**src/rtl/kbd_pkg.sv**
```systemverilog
package kbd_pkg;
    typedef enum logic [1:0] {
        ST_IDLE   = 2'd0,
        ST_SETTLE = 2'd1,
        ST_HELD   = 2'd2,
        ST_LOCK   = 2'd3
    } kbd_state_e;
endpackage

```
**src/rtl/kbd_input_sync.sv**
```systemverilog
module kbd_input_sync #(
    parameter int WIDTH  = 63,
    parameter int STAGES = 2
) (
    input  logic             clk,
    input  logic             rst_n,
    input  logic [WIDTH-1:0] din,
    output logic [WIDTH-1:0] dout
);
    logic [WIDTH-1:0] stage_q [STAGES];

    for (genvar g = 0; g < STAGES; g++) begin : g_stage
        logic [WIDTH-1:0] stage_d;
        if (g == 0) begin : g_first
            assign stage_d = din;
        end else begin : g_next
            assign stage_d = stage_q[g-1];
        end
        always_ff @(posedge clk or negedge rst_n) begin
            if (!rst_n) stage_q[g] <= '0;
            else        stage_q[g] <= stage_d;
        end
    end

    assign dout = stage_q[STAGES-1];
endmodule

```
**src/rtl/kbd_key_census.sv**
```systemverilog
module kbd_key_census #(
    parameter int NUM_KEYS = 63,
    parameter int CODE_W   = 6
) (
    input  logic [NUM_KEYS-1:0] keys,
    output logic                none,
    output logic                single,
    output logic                multi,
    output logic [CODE_W-1:0]   code
);
    logic              any_seen;
    logic              many_seen;
    logic [CODE_W-1:0] idx_acc;

    always_comb begin
        any_seen  = 1'b0;
        many_seen = 1'b0;
        idx_acc   = '0;
        for (int i = 0; i < NUM_KEYS; i++) begin
            if (keys[i]) begin
                many_seen = many_seen | any_seen;
                any_seen  = 1'b1;
                idx_acc   = idx_acc | CODE_W'(i + 1);
            end
        end
    end

    assign none   = !any_seen;
    assign multi  = many_seen;
    assign single = any_seen && !many_seen;
    assign code   = single ? idx_acc : '0;
endmodule

```
**src/rtl/kbd_settle_timer.sv**
```systemverilog
module kbd_settle_timer #(
    parameter int LIMIT = 1000000
) (
    input  logic clk,
    input  logic rst_n,
    input  logic run,
    output logic done
);
    localparam int CNT_W = $clog2(LIMIT + 1);

    logic [CNT_W-1:0] cnt_d, cnt_q;

    assign done = (cnt_q == CNT_W'(LIMIT - 1));

    always_comb begin
        cnt_d = cnt_q;
        if (!run)      cnt_d = '0;
        else if (!done) cnt_d = cnt_q + 1'b1;
    end

    always_ff @(posedge clk or negedge rst_n) begin
        if (!rst_n) cnt_q <= '0;
        else        cnt_q <= cnt_d;
    end
endmodule

```
**src/rtl/key_lockout_encoder.sv**
```systemverilog
module key_lockout_encoder
    import kbd_pkg::*;
#(
    parameter int NUM_KEYS        = 63,
    parameter int CODE_W          = $clog2(NUM_KEYS + 1),
    parameter int DEBOUNCE_CYCLES = 1000000,
    parameter int SYNC_STAGES     = 2
) (
    input  logic                clk,
    input  logic                rst_n,
    input  logic [NUM_KEYS-1:0] keys_i,
    output logic [CODE_W-1:0]   code_o,
    output logic                strobe_o,
    output logic                reject_o
);
    typedef struct packed {
        kbd_state_e        state;
        logic [CODE_W-1:0] cand;
        logic [CODE_W-1:0] code;
        logic              strobe;
    } enc_regs_t;

    logic [NUM_KEYS-1:0] keys_sync;
    logic                k_none, k_single, k_multi;
    logic [CODE_W-1:0]   k_code;
    logic                tmr_run, tmr_done;
    enc_regs_t           r_d, r_q;

    kbd_input_sync #(.WIDTH(NUM_KEYS), .STAGES(SYNC_STAGES)) u_sync (
        .clk(clk), .rst_n(rst_n), .din(keys_i), .dout(keys_sync)
    );

    kbd_key_census #(.NUM_KEYS(NUM_KEYS), .CODE_W(CODE_W)) u_census (
        .keys(keys_sync), .none(k_none), .single(k_single),
        .multi(k_multi), .code(k_code)
    );

    assign tmr_run = (r_q.state == ST_SETTLE) && k_single && (k_code == r_q.cand);

    kbd_settle_timer #(.LIMIT(DEBOUNCE_CYCLES)) u_timer (
        .clk(clk), .rst_n(rst_n), .run(tmr_run), .done(tmr_done)
    );

    always_comb begin
        r_d        = r_q;
        r_d.strobe = 1'b0;
        unique case (r_q.state)
            ST_IDLE: begin
                if (k_multi) begin
                    r_d.state = ST_LOCK;
                end else if (k_single) begin
                    r_d.state = ST_SETTLE;
                    r_d.cand  = k_code;
                end
            end
            ST_SETTLE: begin
                if (k_multi) begin
                    r_d.state = ST_LOCK;
                end else if (k_none) begin
                    r_d.state = ST_IDLE;
                end else if (k_code != r_q.cand) begin
                    r_d.cand = k_code;
                end else if (tmr_done) begin
                    r_d.strobe = 1'b1;
                    r_d.code   = r_q.cand;
                    r_d.state  = ST_HELD;
                end
            end
            ST_HELD: begin
                if (k_multi)     r_d.state = ST_LOCK;
                else if (k_none) r_d.state = ST_IDLE;
            end
            ST_LOCK: begin
                if (k_none) r_d.state = ST_IDLE;
            end
            default: r_d.state = ST_IDLE;
        endcase
    end

    always_ff @(posedge clk or negedge rst_n) begin
        if (!rst_n) begin
            r_q.state  <= ST_IDLE;
            r_q.cand   <= '0;
            r_q.code   <= '0;
            r_q.strobe <= 1'b0;
        end else begin
            r_q <= r_d;
        end
    end

    assign code_o   = r_q.code;
    assign strobe_o = r_q.strobe;
    assign reject_o = (r_q.state == ST_LOCK);
endmodule

```
**config.mk**
```make
export PLATFORM = sky130hd
export DESIGN_NAME = key_lockout_encoder
export DESIGN_NICKNAME = d
export VERILOG_FILES = /design/src/rtl/kbd_pkg.sv /design/src/rtl/kbd_input_sync.sv /design/src/rtl/kbd_key_census.sv /design/src/rtl/kbd_settle_timer.sv /design/src/rtl/key_lockout_encoder.sv
export SDC_FILE = /design/constraint.sdc
export NUM_CORES = 1
export LEC_CHECK = 0
export BUFFER_PORTS_ARGS = -buffer_cell sky130_fd_sc_hd__buf_2
export CAP_MARGIN = 15
export CORE_UTILIZATION = 28
export DETAILED_ROUTE_END_ITERATION = 12
export PLACE_DENSITY = 0.42
export SETUP_SLACK_MARGIN = 0.02
export SYNTH_ARGS = -nofsm -noshare
export SYNTH_HDL_FRONTEND = slang
export SYNTH_SLANG_ARGS = --single-unit
export TNS_END_PERCENT = 30
```
**constraint.sdc**
```tcl
create_clock -name clk -period 3.6 [get_ports clk]
set_clock_uncertainty 0.1 [all_clocks]
set_input_delay 0.18 -clock clk [delete_from_list [all_inputs] [get_ports clk]]
set_output_delay 0.18 -clock clk [all_outputs]
set_load 0.005 [all_outputs]
```
==> results.yml <==
setup_path:
  reg2reg_depth: 11
  required_ns: 3.80
  r2r-start: "u_sync.dout[44]"
  cp_cell_sequence: "nor4_1, buf_4, and4_1, a21boi_0, o21ai_0, a211oi_2, nand2_2, or3_4, nor4_4, buf_4, mux2_4"
  crit_top_cell: "buf_4"
  r2r_slack_ns: 0.22
  r2r-end: "code_o[0]"
  critPathCaptureType: "flip-flop"
  cp_slowest_cell: "dfrtp_1"
  worstPathMaxFanout: 6
  slowest_delay_ns: 0.43
  start_kind: "flip-flop"
  worstPathArrival_ns: 3.59
  path_class: "reg2reg"
yosys:
  synth_enable_flop_cells: 0
  syn_area_mm2: 0.00597
  synth.top_cells.by_area: "dfrtp_1 68%, nor2_1 3.2%, nor4_4 2.5%"
  ys.flop_type: "dfrtp_1"
  yosys_warnings: 0
  synth.most_common_cell: "dfrtp_1"
  synth_top_cell_by_area: "dfrtp_1"
  netlist.area_leader.share_pct: 67.5
  yosysSeqAreaShare_pct: 67.5
  synth.distinct_cells: 58
  synth_nets: 507
  yosys_register_bits: 161
  synthArstFlopShare_pct: 100
  syn-mean-instance-area_um2: 13.5
  synthTopCellsByCount: "161 x dfrtp_1, 51 x nor2_1, 21 x nor4_1"
  syn_inst: 441
timing:
  drv_slew: 0
  hold_violations: 0
  clock.fmax_ghz: 0.296
  fin_setup_tns_ns: 0
  slew-limit-headroom_pct: 44.0
  period_share_pct: 94.0
  worst_pin_slew_ns: 0.840
  fin_hold_ws_ns: 0.245
  final.min_clock_period_ns: 3.38
  rsz0062_at_grt: "false"
  finalSetupViolCount: 0
placement:
  place.gp.congestion: 0.871
  hpwl_um: 9750
  port_buffers: 72
cts:
  clock_latency_ns: 0.42
  htreeDepth: 4
  cts.clk_slew.worst_paths_ns: 0.06
  cts_buffers: 17
  max-clock-path-buffers: 2
  clkSinkCount: 161
  cts_tree: "yes"
  root_buffer: "clkbuf_16"
min_path:
  min_to: "u_sync.dout[27]"
  hp-class: "reg2reg"
  min_path_cells: 0
  hp-start: "u_sync.g_stage[1].stage_d[27]"
flow_run:
  maxCapViolCount: 0
grt:
  grt_max_degree: 93
  grt_pass1_vias: 4285
  globalRouteTotalUtil_pct: 13.4
  grt_overflow: 0
  grt_pass1_wl_um: 22200
  antenna_found_initial: 0
detailed_routing:
  post-route-drc-count: 0
  vias: 4053
  dr.first_iter.drc_count: 153
  wl_per_cell_um: 15.0
  firstDrtPassIters: 6
  antenna_left: 0
  wl_um: 13300
  viasPerCell: 4.56
final_layout:
  final_layout_size_suffix_gt1_share_pct: 25.4
  final_net_count: 667
  area_growth_pct: 33.4
  multi_input_area_mm2: 0.00188
  seq_area_mm2: 0.00403
  diodes: 0
  n_fill_cell: 2087
power_and_ir_drop:
  powerDensity_mw_per_mm2: 475
  power_leakage_uw: 0.00340
  peakVddDrop_uv: 270
run_status:
  outcome: "finished, final reports clean"
die:
  die_area_mm2: 0.0219
  die_y_um: 148
  ioPinCount: 73
  start_util_pct: 28.5
  die_w_um: 148
  row_count: 53
  core_area_mm2: 0.0210
## layout by cell type, fill, tap and decap left out, types with 13 or more instances in the layout
cell type        n
nand4_1         13
clkbuf_16       17
nor2_1          51
buf_4           14
dfrtp_1        161
nand2_1         17
nand3_1         15
dlygate4sd3_1   64
nor4_1          20
buf_2           71
## through the flow
| step | util (%) | setup slack (ns) | power (uW) | cells | cell area (um2) |
|---|---|---|---|---|---|
| 6_report | 38.0 | 0.217 | 3780 | 888 | 7960 |
| 5_1_grt | 38.0 | 0.0214 | 3950 | 888 | 7960 |
| 4_1_cts | 37.7 | 0.136 | 3850 | 884 | 7910 |
| 3_5_place_dp | 32.0 | 0.149 | 2110 | 789 | 6710 |
| 3_3_place_gp | 32.0 | 0.177 | 2110 | 789 | 6710 |
| 2_1_floorplan | - | 0.371 | 1990 | 441 | 5970 |
## layout make-up
class	instances	area share, %
flip-flops and latches	161	50.6
multi-input cells	266	23.7
repair buffers	151	14.2
clock buffers	21	6.04
well taps	275	4.32
clock inverters	10	0.943
inverters	4	0.189
## worst max-delay path by stage
stage	startpoint	end	cells past startpoint
2_1_floorplan	u_sync.dout[3]	code_o[0]	9
3_3_place_gp	u_sync.dout[3]	code_o[2]	11
3_5_place_dp	u_sync.dout[3]	code_o[5]	11
4_1_cts	u_sync.dout[4]	code_o[5]	11
5_1_grt	u_sync.dout[6]	code_o[5]	12
6_report	u_sync.dout[44]	code_o[0]	11
## registers in the layout (all words and copies together), names as in the netlist
signal,cells
code_o,6
r_q,8
strobe_o,1
u_sync.dout,63
u_sync.g_stage.stage_d,63
u_timer.cnt_q,20
## report_power, final
part	internal, uW	switching (uW)	leakage, uW
clock	957	703	0.000276
combinational	98.0	80.4	0.00117
sequential	1880	64.0	0.00195
total	2940	847	0.00340
## worst max-delay path: cells and delay by family, from the launching register on
family                 cells  cell delay [ns]
buffers and inverters      2             0.39
and+or+nand+nor            5             1.31
DFF                        1             0.43
muxes                      1             0.30
AOI/OAI and AO/OA          3             0.75
## metal layers
| layer | GRT usage (%) | share of wire (%) | vias to the layer above |
|---|---|---|---|
| li1 | - | - | 1931 |
| met1 | 16.8 | 46 | 2028 |
| met2 | 22.3 | 49 | 82 |
| met3 | 3.12 | 3.5 | 12 |
| met4 | 5.05 | 1.4 | 0 |
| met5 | 0 | 0 | - |
## kinds of logic (layout without fill, tap and decap cells)
| group | after synthesis | count (layout) | share of synthesized area [%] |
|---|---|---|---|
| DFF | 161 | 161 | 67.5 |
| buffers and inverters | 14 | 186 | 1.26 |
| muxes | 13 | 13 | 2.77 |
| adders and majority gates | 3 | 3 | 0.545 |
| AOI/OAI and AO/OA | 58 | 58 | 7.07 |
| and+or+nand+nor | 173 | 173 | 18.1 |
| xor gates and xnor gates | 19 | 19 | 2.79 |
## what timing repair did
action | 4_1_cts | 5_1_grt
buffers inserted | 0 | 4
hold buffers | 64 | 0
resized for setup | 0 | 3
endpoints found under the hold margin | 154 | 0
setup endpoints to repair | 0 | 30
Note: power is estimated with default switching activity, not from simulation.
